<file path="config.mk">
export PLATFORM = sky130hd
export DESIGN_NAME = spi_mm_master
export DESIGN_NICKNAME = d
export VERILOG_FILES = /design/src/rtl/spi_mm_pkg.sv /design/src/rtl/spi_mm_decode.sv /design/src/rtl/spi_mm_regs.sv /design/src/rtl/spi_mm_engine.sv /design/src/rtl/spi_mm_master.sv
export SDC_FILE = /design/constraint.sdc
export NUM_CORES = 1
export LEC_CHECK = 0
export ABC_AREA = 0
export CAP_MARGIN = 10
export CORE_UTILIZATION = 54
export DETAILED_ROUTE_END_ITERATION = 12
export HOLD_SLACK_MARGIN = 0.08
export PLACE_DENSITY_LB_ADDON = 0.3
export REMOVE_ABC_BUFFERS = 1
export SKIP_LAST_GASP = 1
export SLEW_MARGIN = 15
export SYNTH_ARGS = -nofsm -noshare
export SYNTH_HDL_FRONTEND = slang
export SYNTH_HIERARCHICAL = 1
export SYNTH_SLANG_ARGS = --single-unit
</file>
<file path="constraint.sdc">
create_clock -name clk_i -period 3.5 [get_ports clk_i]
set_clock_uncertainty 0.05 [all_clocks]
set_input_delay 0.7 -clock clk_i [delete_from_list [all_inputs] [get_ports clk_i]]
set_output_delay 0.7 -clock clk_i [all_outputs]
set_load 0.01 [all_outputs]
</file>
<file path="src/rtl/spi_mm_pkg.sv">
package spi_mm_pkg;
  typedef enum logic [1:0] {
    REG_DATA = 2'd0,
    REG_CTRL = 2'd1,
    REG_DIV  = 2'd2,
    REG_LEN  = 2'd3
  } reg_sel_e;

  localparam int unsigned WIN_CODE = 3;  // addr[13:12] of the register window
endpackage

</file>
<file path="src/rtl/spi_mm_decode.sv">
module spi_mm_decode
  import spi_mm_pkg::*;
#(
  parameter int unsigned ADDR_W    = 22,
  parameter int unsigned PAGE_BASE = 5
) (
  input  logic [ADDR_W-1:0] addr_i,
  input  logic              mreq_ni,
  input  logic              rd_ni,
  input  logic              wr_ni,
  output logic              rom_ce_no,
  output logic              win_rd_o,
  output logic              win_wr_o,
  output reg_sel_e          reg_sel_o
);
  localparam int unsigned PAGE_W = ADDR_W - 14;

  logic page_hit, win_hit, access;
  logic unused_mid;

  assign unused_mid = ^addr_i[11:2];
  assign page_hit   = addr_i[ADDR_W-1:14] == PAGE_W'(PAGE_BASE);
  assign win_hit    = page_hit && (addr_i[13:12] == 2'(WIN_CODE));
  assign access     = !mreq_ni && (!rd_ni || !wr_ni);

  assign rom_ce_no  = !(page_hit && !win_hit && access);
  assign win_rd_o   = win_hit && !mreq_ni && !rd_ni;
  assign win_wr_o   = win_hit && !mreq_ni && !wr_ni;
  assign reg_sel_o  = reg_sel_e'(addr_i[1:0]);
endmodule

</file>
<file path="src/rtl/spi_mm_regs.sv">
module spi_mm_regs
  import spi_mm_pkg::*;
#(
  parameter int unsigned DW    = 8,
  parameter int unsigned LEN_W = 8,
  parameter int unsigned NSS   = 2
) (
  input  logic             clk_i,
  input  logic             rst_ni,
  input  logic             win_rd_i,
  input  logic             win_wr_i,
  input  reg_sel_e         reg_sel_i,
  input  logic [DW-1:0]    data_i,
  output logic [DW-1:0]    data_o,
  output logic             data_oe_o,
  input  logic             busy_i,
  input  logic [DW-1:0]    rx_i,
  output logic [DW-1:0]    div_o,
  output logic [LEN_W-1:0] len_o,
  output logic [NSS-1:0]   sel_o,
  output logic             start_xfer_o,
  output logic             start_burst_o
);
  localparam int unsigned BURST_BIT = NSS;

  logic             wr_q;
  logic             accept;
  logic [DW-1:0]    div_q;
  logic [LEN_W-1:0] len_q;
  logic [NSS-1:0]   sel_q;
  logic [DW-1:0]    ctrl_rd;

  // one write per strobe, dropped while the engine runs
  assign accept        = win_wr_i && !wr_q && !busy_i;
  assign start_xfer_o  = accept && (reg_sel_i == REG_DATA);
  assign start_burst_o = accept && (reg_sel_i == REG_CTRL) && data_i[BURST_BIT]
                         && (len_q != '0);

  always_ff @(posedge clk_i or negedge rst_ni) begin
    if (!rst_ni) begin
      wr_q  <= 1'b0;
      div_q <= '0;
      len_q <= '0;
      sel_q <= '0;
    end else begin
      wr_q <= win_wr_i;
      if (accept) begin
        unique case (reg_sel_i)
          REG_CTRL: sel_q <= data_i[NSS-1:0];
          REG_DIV:  div_q <= data_i;
          REG_LEN:  len_q <= data_i[LEN_W-1:0];
          default:  ;
        endcase
      end
    end
  end

  always_comb begin
    ctrl_rd          = '0;
    ctrl_rd[DW-1]    = busy_i;
    ctrl_rd[NSS-1:0] = sel_q;
    unique case (reg_sel_i)
      REG_DATA: data_o = rx_i;
      REG_CTRL: data_o = ctrl_rd;
      REG_DIV:  data_o = div_q;
      default:  data_o = DW'(len_q);
    endcase
  end

  assign data_oe_o = win_rd_i;
  assign div_o     = div_q;
  assign len_o     = len_q;
  assign sel_o     = sel_q;
endmodule

</file>
<file path="src/rtl/spi_mm_engine.sv">
module spi_mm_engine #(
  parameter int unsigned DW    = 8,
  parameter int unsigned LEN_W = 8,
  parameter int unsigned NSS   = 2
) (
  input  logic             clk_i,
  input  logic             rst_ni,
  input  logic             start_xfer_i,
  input  logic             start_burst_i,
  input  logic [DW-1:0]    tx_i,
  input  logic [DW-1:0]    div_i,
  input  logic [LEN_W-1:0] len_i,
  input  logic [NSS-1:0]   sel_i,
  input  logic             miso_i,
  output logic             sclk_o,
  output logic             mosi_o,
  output logic [NSS-1:0]   ss_no,
  output logic             busy_o,
  output logic             burst_o,
  output logic [DW-1:0]    rx_o
);
  localparam int unsigned SH_W  = $clog2(DW);
  localparam int unsigned CNT_W = LEN_W + SH_W;

  logic             busy_q, burst_q, sclk_q, tick;
  logic [DW-1:0]    div_cnt_q, tx_q, rx_sh_q, rx_q;
  logic [CNT_W-1:0] left_q;  // rising edges still to come

  assign tick = busy_q && (div_cnt_q == div_i);

  always_ff @(posedge clk_i or negedge rst_ni) begin
    if (!rst_ni) begin
      busy_q    <= 1'b0;
      burst_q   <= 1'b0;
      sclk_q    <= 1'b0;
      div_cnt_q <= '0;
      left_q    <= '0;
      tx_q      <= '0;
      rx_sh_q   <= '0;
      rx_q      <= '0;
    end else if (start_xfer_i || start_burst_i) begin
      busy_q    <= 1'b1;
      burst_q   <= start_burst_i;
      sclk_q    <= 1'b0;
      div_cnt_q <= '0;
      tx_q      <= tx_i;
      left_q    <= start_burst_i ? {len_i, {SH_W{1'b0}}} : CNT_W'(DW);
    end else if (tick) begin
      div_cnt_q <= '0;
      if (!sclk_q) begin
        sclk_q <= 1'b1;
        left_q <= left_q - 1'b1;
        if (!burst_q) rx_sh_q <= {rx_sh_q[DW-2:0], miso_i};
      end else begin
        sclk_q <= 1'b0;
        if (left_q == '0) begin
          busy_q <= 1'b0;
          if (!burst_q) rx_q <= rx_sh_q;
        end else begin
          tx_q <= {tx_q[DW-2:0], 1'b0};
        end
      end
    end else if (busy_q) begin
      div_cnt_q <= div_cnt_q + 1'b1;
    end
  end

  assign burst_o = busy_q && burst_q;
  assign busy_o  = busy_q;
  assign sclk_o  = sclk_q;
  assign mosi_o  = (!busy_q || burst_q) ? 1'b1 : tx_q[DW-1];
  assign ss_no   = burst_o ? '1 : ~sel_i;
  assign rx_o    = rx_q;
endmodule

</file>
<file path="src/rtl/spi_mm_master.sv">
module spi_mm_master
  import spi_mm_pkg::*;
#(
  parameter int unsigned ADDR_W    = 22,
  parameter int unsigned PAGE_BASE = 5,
  parameter int unsigned DW        = 8,
  parameter int unsigned LEN_W     = 8,
  parameter int unsigned NSS       = 2
) (
  input  logic              clk_i,
  input  logic              rst_ni,
  input  logic [ADDR_W-1:0] addr_i,
  input  logic              mreq_ni,
  input  logic              rd_ni,
  input  logic              wr_ni,
  input  logic [DW-1:0]     data_i,
  output logic [DW-1:0]     data_o,
  output logic              data_oe_o,
  output logic              rom_ce_no,
  output logic              sclk_o,
  output logic              mosi_o,
  input  logic              miso_i,
  output logic [NSS-1:0]    ss_no
);
  logic             win_rd, win_wr, busy_w, burst_w, start_xfer, start_burst;
  reg_sel_e         reg_sel;
  logic [DW-1:0]    rx_w, div_w;
  logic [LEN_W-1:0] len_w;
  logic [NSS-1:0]   sel_w;

  spi_mm_decode #(.ADDR_W(ADDR_W), .PAGE_BASE(PAGE_BASE)) u_dec (
    .addr_i, .mreq_ni, .rd_ni, .wr_ni, .rom_ce_no,
    .win_rd_o(win_rd), .win_wr_o(win_wr), .reg_sel_o(reg_sel)
  );

  spi_mm_regs #(.DW(DW), .LEN_W(LEN_W), .NSS(NSS)) u_regs (
    .clk_i, .rst_ni, .win_rd_i(win_rd), .win_wr_i(win_wr), .reg_sel_i(reg_sel),
    .data_i, .data_o, .data_oe_o, .busy_i(busy_w), .rx_i(rx_w),
    .div_o(div_w), .len_o(len_w), .sel_o(sel_w),
    .start_xfer_o(start_xfer), .start_burst_o(start_burst)
  );

  spi_mm_engine #(.DW(DW), .LEN_W(LEN_W), .NSS(NSS)) u_eng (
    .clk_i, .rst_ni, .start_xfer_i(start_xfer), .start_burst_i(start_burst),
    .tx_i(data_i), .div_i(div_w), .len_i(len_w), .sel_i(sel_w), .miso_i,
    .sclk_o, .mosi_o, .ss_no, .busy_o(busy_w), .burst_o(burst_w), .rx_o(rx_w)
  );
endmodule

</file>
After elaboration in Yosys (flattened, before gate mapping) --
Cells that the tools add are included.
Word-level totals: register bits 65, input port bits 36
Operators by class: reductions and logical operators 40, equal/unequal tests 8, bitwise operators 4, add/subtract/negate cells 2, mux-type cells 21
Operator list (number):
- $mux W8 | 7
- $mux W11 | 4
- $pmux W8 S3 | 1
- $logic_and A1 B1 Y1 | 15
- $logic_not A11 Y1 | 1
- $sub A11 B1 Y11 const B | 1
- $add A8 B1 Y8 const B | 1
- $eq A8 B3 Y1 const B | 1
- $eq A8 B8 Y1 | 1
- $mux W1 | 8
- $reduce_and A2 Y1 | 4
- $reduce_bool A8 Y1 | 1
- $logic_not A1 Y1 | 7
- $eq A2 B2 Y1 const B | 3
- $reduce_and A3 Y1 | 2
- $reduce_bool A2 Y1 | 3
- $reduce_and A5 Y1 | 1
- $reduce_and A4 Y1 | 1
- $logic_or A1 B1 Y1 | 3
- $not A1 Y1 | 3
- $reduce_bool A3 Y1 | 1
- $eq A2 B1 Y1 const B | 1
- $logic_not A2 Y1 | 1
- $mux W2 | 1
- 3 further kinds | 3

Logic depth before layout (Yosys ltp) --
Gate-level depths: netlist of the first run.
word-level depth 12, mapped depth 11, mapped depth without buffers 9

By module --
Netlist of the first run, hierarchy kept.
By module, submodules not included:
- spi_mm_engine | area an instance 2369.8 um^2, cells each 236, seq. area each 1151.1 um^2, times used 1
- spi_mm_regs | area an instance 969.7 um^2, cells each 65, seq. area each 475.5 um^2, times used 1
- spi_mm_decode | area an instance 78.8 um^2, cells each 10, seq. area each 0.0 um^2, times used 1

Least setup slack after synthesis of the first run --
No wires, ideal clock.
kind input port to flip-flop, start input addr_i[19], end register u_eng.div_cnt_q[0], arrival 3.261 ns, buffers on the path 3, stages on the path 10, path slack 0.057 ns, cell sequence or4b_1 -> nor4_1 -> nor4b_2 -> nand2_1 -> nor2_1 -> or2_2 -> clkbuf_1 -> clkbuf_1 -> clkbuf_1 -> nor2_1
On the way: longest elaborated chain between the ends 11, elaborated cells on any way between the ends 13
Ends and longest elaborated chain:
- from (decl) | RTL line spi_mm_master.sv:12 | input logic [ADDR_W-1:0] addr_i,
- $eq A8 B3 Y1 (*) | RTL line spi_mm_decode.sv:22 | assign page_hit = addr_i[ADDR_W-1:14] == PAGE_W'(PAGE_BASE);
- $logic_and A1 B1 Y1 (*) | RTL line spi_mm_decode.sv:23 | assign win_hit = page_hit && (addr_i[13:12] == 2'(WIN_CODE));
- $logic_and A1 B1 Y1 (*) (2 in series) | RTL line spi_mm_decode.sv:28 | assign win_wr_o = win_hit && !mreq_ni && !wr_ni;
- via win_wr | RTL line spi_mm_master.sv:25 | logic win_rd, win_wr, busy_w, burst_w, start_xfer, start_burst;
- $logic_and A1 B1 Y1 (*) (2 in series) | RTL line spi_mm_regs.sv:34 | assign accept = win_wr_i && !wr_q && !busy_i;
- $logic_and A1 B1 Y1 (*) (2 in series) | RTL line spi_mm_regs.sv:36 | assign start_burst_o = accept && (reg_sel_i == REG_CTRL) && data_i[BURST_BIT]
- $logic_and A1 B1 Y1 (*) | RTL line spi_mm_regs.sv:37 | && (len_q != '0);
- via start_burst | RTL line spi_mm_master.sv:25
- $logic_or A1 B1 Y1 (*) | RTL line spi_mm_engine.sv:41 | end else if (start_xfer_i || start_burst_i) begin
- $reduce_bool A3 Y1 (no line) or $mux W8 (tied branches)
- to (signal assigned) | RTL line spi_mm_engine.sv:64 | div_cnt_q <= div_cnt_q + 1'b1;
- to (decl) | RTL line spi_mm_engine.sv:26 | logic [DW-1:0] div_cnt_q, tx_q, rx_sh_q, rx_q;
Mark *: on every way through the listed nets, which the timed path passes. The rest lies on a longest branch. A chain may end at the register's enable or synchronous reset.

Worst setup path after layout of the first run --
start input addr_i[19], end output rom_ce_no
On the way: longest elaborated chain between the ends 6
Ends and longest elaborated chain:
- $eq A8 B3 Y1 (*) | RTL line spi_mm_decode.sv:22
- $logic_and A1 B1 Y1 | RTL line spi_mm_decode.sv:23
- $logic_not A1 Y1 | RTL line spi_mm_decode.sv:26 | assign rom_ce_no = !(page_hit && !win_hit && access);
- $logic_and A1 B1 Y1 (*) (2 in series) | RTL line spi_mm_decode.sv:26
- $logic_not A1 Y1 (*) | RTL line spi_mm_decode.sv:26
- to (decl) | RTL line spi_mm_master.sv:19 | output logic rom_ce_no,
Mark *: on every way between the ends. The rest lies on a longest branch, timed or not.

==> metrics.yaml, run 1 <==
setup_path:
  path_cells: "clkdlybuf4s50_1, or4b_1, or4_1, clkdlybuf4s50_1"
  slowest_stage: "or4b_1"
  rr_startpoint: "u_regs/len_o[4]"
  reg2reg_slack_ps: 640
  reg2reg_depth: 7
  critPathKind: "in2out"
  endpoint_kind: "output pin"
  arrival_ps: 2660
  critPathRequiredTime_ps: 2750
  worst_setup_path_start_kind: "input pin"
  cp-endpoint: "rom_ce_no"
  critPathMaxFanout: 3
  crit_top_cell: "clkdlybuf4s50_1"
  startpoint: "addr_i[19]"
  regToRegEndpoint: "u_eng/rx_o[7]"
  critPathMaxStageDelay_ps: 560
floorplan:
  die_area_um2: 6650
  core_um2: 6030
  io_pins: 50
  die_w_um: 81.5
  num_rows: 28
  initial_core_util_pct: 56.7
  die_h_um: 81.5
layout:
  area_delta_synth_final_pct: 23.7
  stdcell_count: 442
  fillers: 461
  fin_util_pct: 70.1
  final_nets: 400
  drive_above_1_share_pct: 24.0
  antenna_cells: 0
place:
  gp_congestion: 0.844
  dp_cells: 426
  io_buffers: 39
  dp_hpwl_um: 5480
  place_ws_ps: -97.0
pwr:
  power.leakage_nw: 1.87
  power.density_nw_per_um2: 565
  vdd_drop_max_uv: 366
sta:
  setup_viol: 0
  finalSetupTns_ps: 0
  relSlewSlack_pct: 47.1
  period_minus_slack_ps: 3410
  rsz0062_at_grt: "no"
  final-hold-violation-count: 0
  max_freq_ghz: 0.293
  tightest_slew_ps: 794
  drv_slew: 0
  setup_ws_ps: 86.4
  period_share_pct: 97.5
global_routing:
  grt_pass1_wl_um: 12700
  gr-usage-all-layers_pct: 26.1
  antenna_found_initial: 0
  gr-total-overflow: 0
  first_global_vias: 2623
  grt_max_degree: 35
routing:
  drt_iter0_markers: 157
  drt_wl_total_um: 7720
  drtAntennaViolNets: 0
  routedWlPerCell_um: 17.5
  post-route-drc-count: 0
  dr.pass1.iters: 5
  via_per_inst: 5.99
  num_vias: 2647
cts:
  postCtsSetupRepairBufs: 0
  clk_pin_slew_ps: 80
  ctsResizeCount: 0
  cts_root_buf: "clkbuf_8"
  cts_tree: "yes"
  cts_made_buffers: 9
  holdBufCountCts: 0
  clk_path_buf_depth: 2
  cts_max_level: 3
  worstSkewPairLatency_ps: 330
  clkSinkCount: 65
run:
  cap_violations: 0
synth:
  yosys_warnings: 6
  synth_area_per_cell_um2: 11.0
  synth_cells: 310
  syn_area_um2: 3410
outcome:
  status: "complete, no violations"
min_path:
  hp-class: "in2async"
==> flip-flops by register name, indices dropped and copies added (netlist names) <==
name and count:
u_eng/left_q 11, u_eng/burst_q 1, u_regs/sel_o 2, u_eng/div_cnt_q 8
u_eng/rx_sh_q 8, u_eng/tx_q 8, u_eng/busy_o 1, u_eng/rx_o 8
u_eng/sclk_o 1, u_regs/wr_q 1, u_regs/len_o 8, u_regs/div_o 8
==> placed cells by master (no fill, tap or decap), types with 3 or more instances in the layout <==
cell type         n
dfrtp_1          65
mux2_2           39
clkdlybuf4s50_1  38
nand2_1          26
nor2_1           20
buf_4            17
a21oi_1          15
xnor2_1          14
nor4_1           11
nand3_1          10
o21ai_0          10
clkbuf_8          9
mux2i_1           7
a22o_1            6
inv_1             6
or3_1             5
or4_1             4
nand3b_1          4
and3_1            4
nor2b_1           4
bufinv_16         3
nand4_1           3
nor3_1            3
nand4b_1          3
a31oi_1           3
mux4_2            3
==> worst min path at each step <==
stage | from | end | slack [ps] | depth (start not counted)
finish | rst_ni | u_eng/left_q[2] | 400 | 1
global route | rst_ni | u_eng/left_q[2] | 470 | 1
CTS | rst_ni | u_eng/left_q[1] | 430 | 1
detailed placement | u_eng/tx_q[0] | u_eng/tx_q[0] | 450 | 2
global placement | u_eng/tx_q[0] | u_eng/tx_q[0] | 440 | 2
floorplan | rst_ni | u_eng/burst_q | 350 | 0
==> per-stage QoR <==
stage / hold WS (ps) / total power, mW / instance area, um2
after floorplan: 354 / 1.38 / 3330
after global placement: 442 / 1.59 / 3980
after detailed placement: 447 / 1.61 / 3980
after CTS: 426 / 2.39 / 4220
after global routing: 475 / 2.51 / 4220
final: 400 / 2.39 / 4220
==> metal layers <==
metal	part of all wire (%)	up-vias	global-route usage (%)
li1	-	1240	-
met1	45	1319	34.6
met3	4.3	16	3.56
met2	49	72	42.4
met4	1.8	0	12.1
met5	0	-	0
==> where the power goes <==
part | internal, mW | switching [mW] | leakage (nW)
combinational | 0.318 | 0.331 | 0.926
clock | 0.477 | 0.303 | 0.117
sequential | 0.858 | 0.0987 | 0.827
total | 1.65 | 0.732 | 1.87
==> cell type report <==
cell class	count	area, um2	area share, %
clock buffer	10	128	3.02
clock inverter	6	115	2.73
inverter	6	22.5	0.533
multi-input combinational	222	1690	39.9
sequential	65	1630	38.5
tap	75	93.8	2.22
timing repair buffer	58	553	13.1
==> critical path: cells and delay by family <==
family | cells | cell delay (ps)
and+or+nand+nor | 2 | 1070
buffers and inverters | 2 | 890
(Power assumes the default switching activity.)
==> run 2: changes to the inputs <==
ABC_CLOCK_PERIOD_IN_PS = 3500   (was not set)
==> results of run 2 <==
No change in the layout: final DEF, timing and power equal those of run 1.
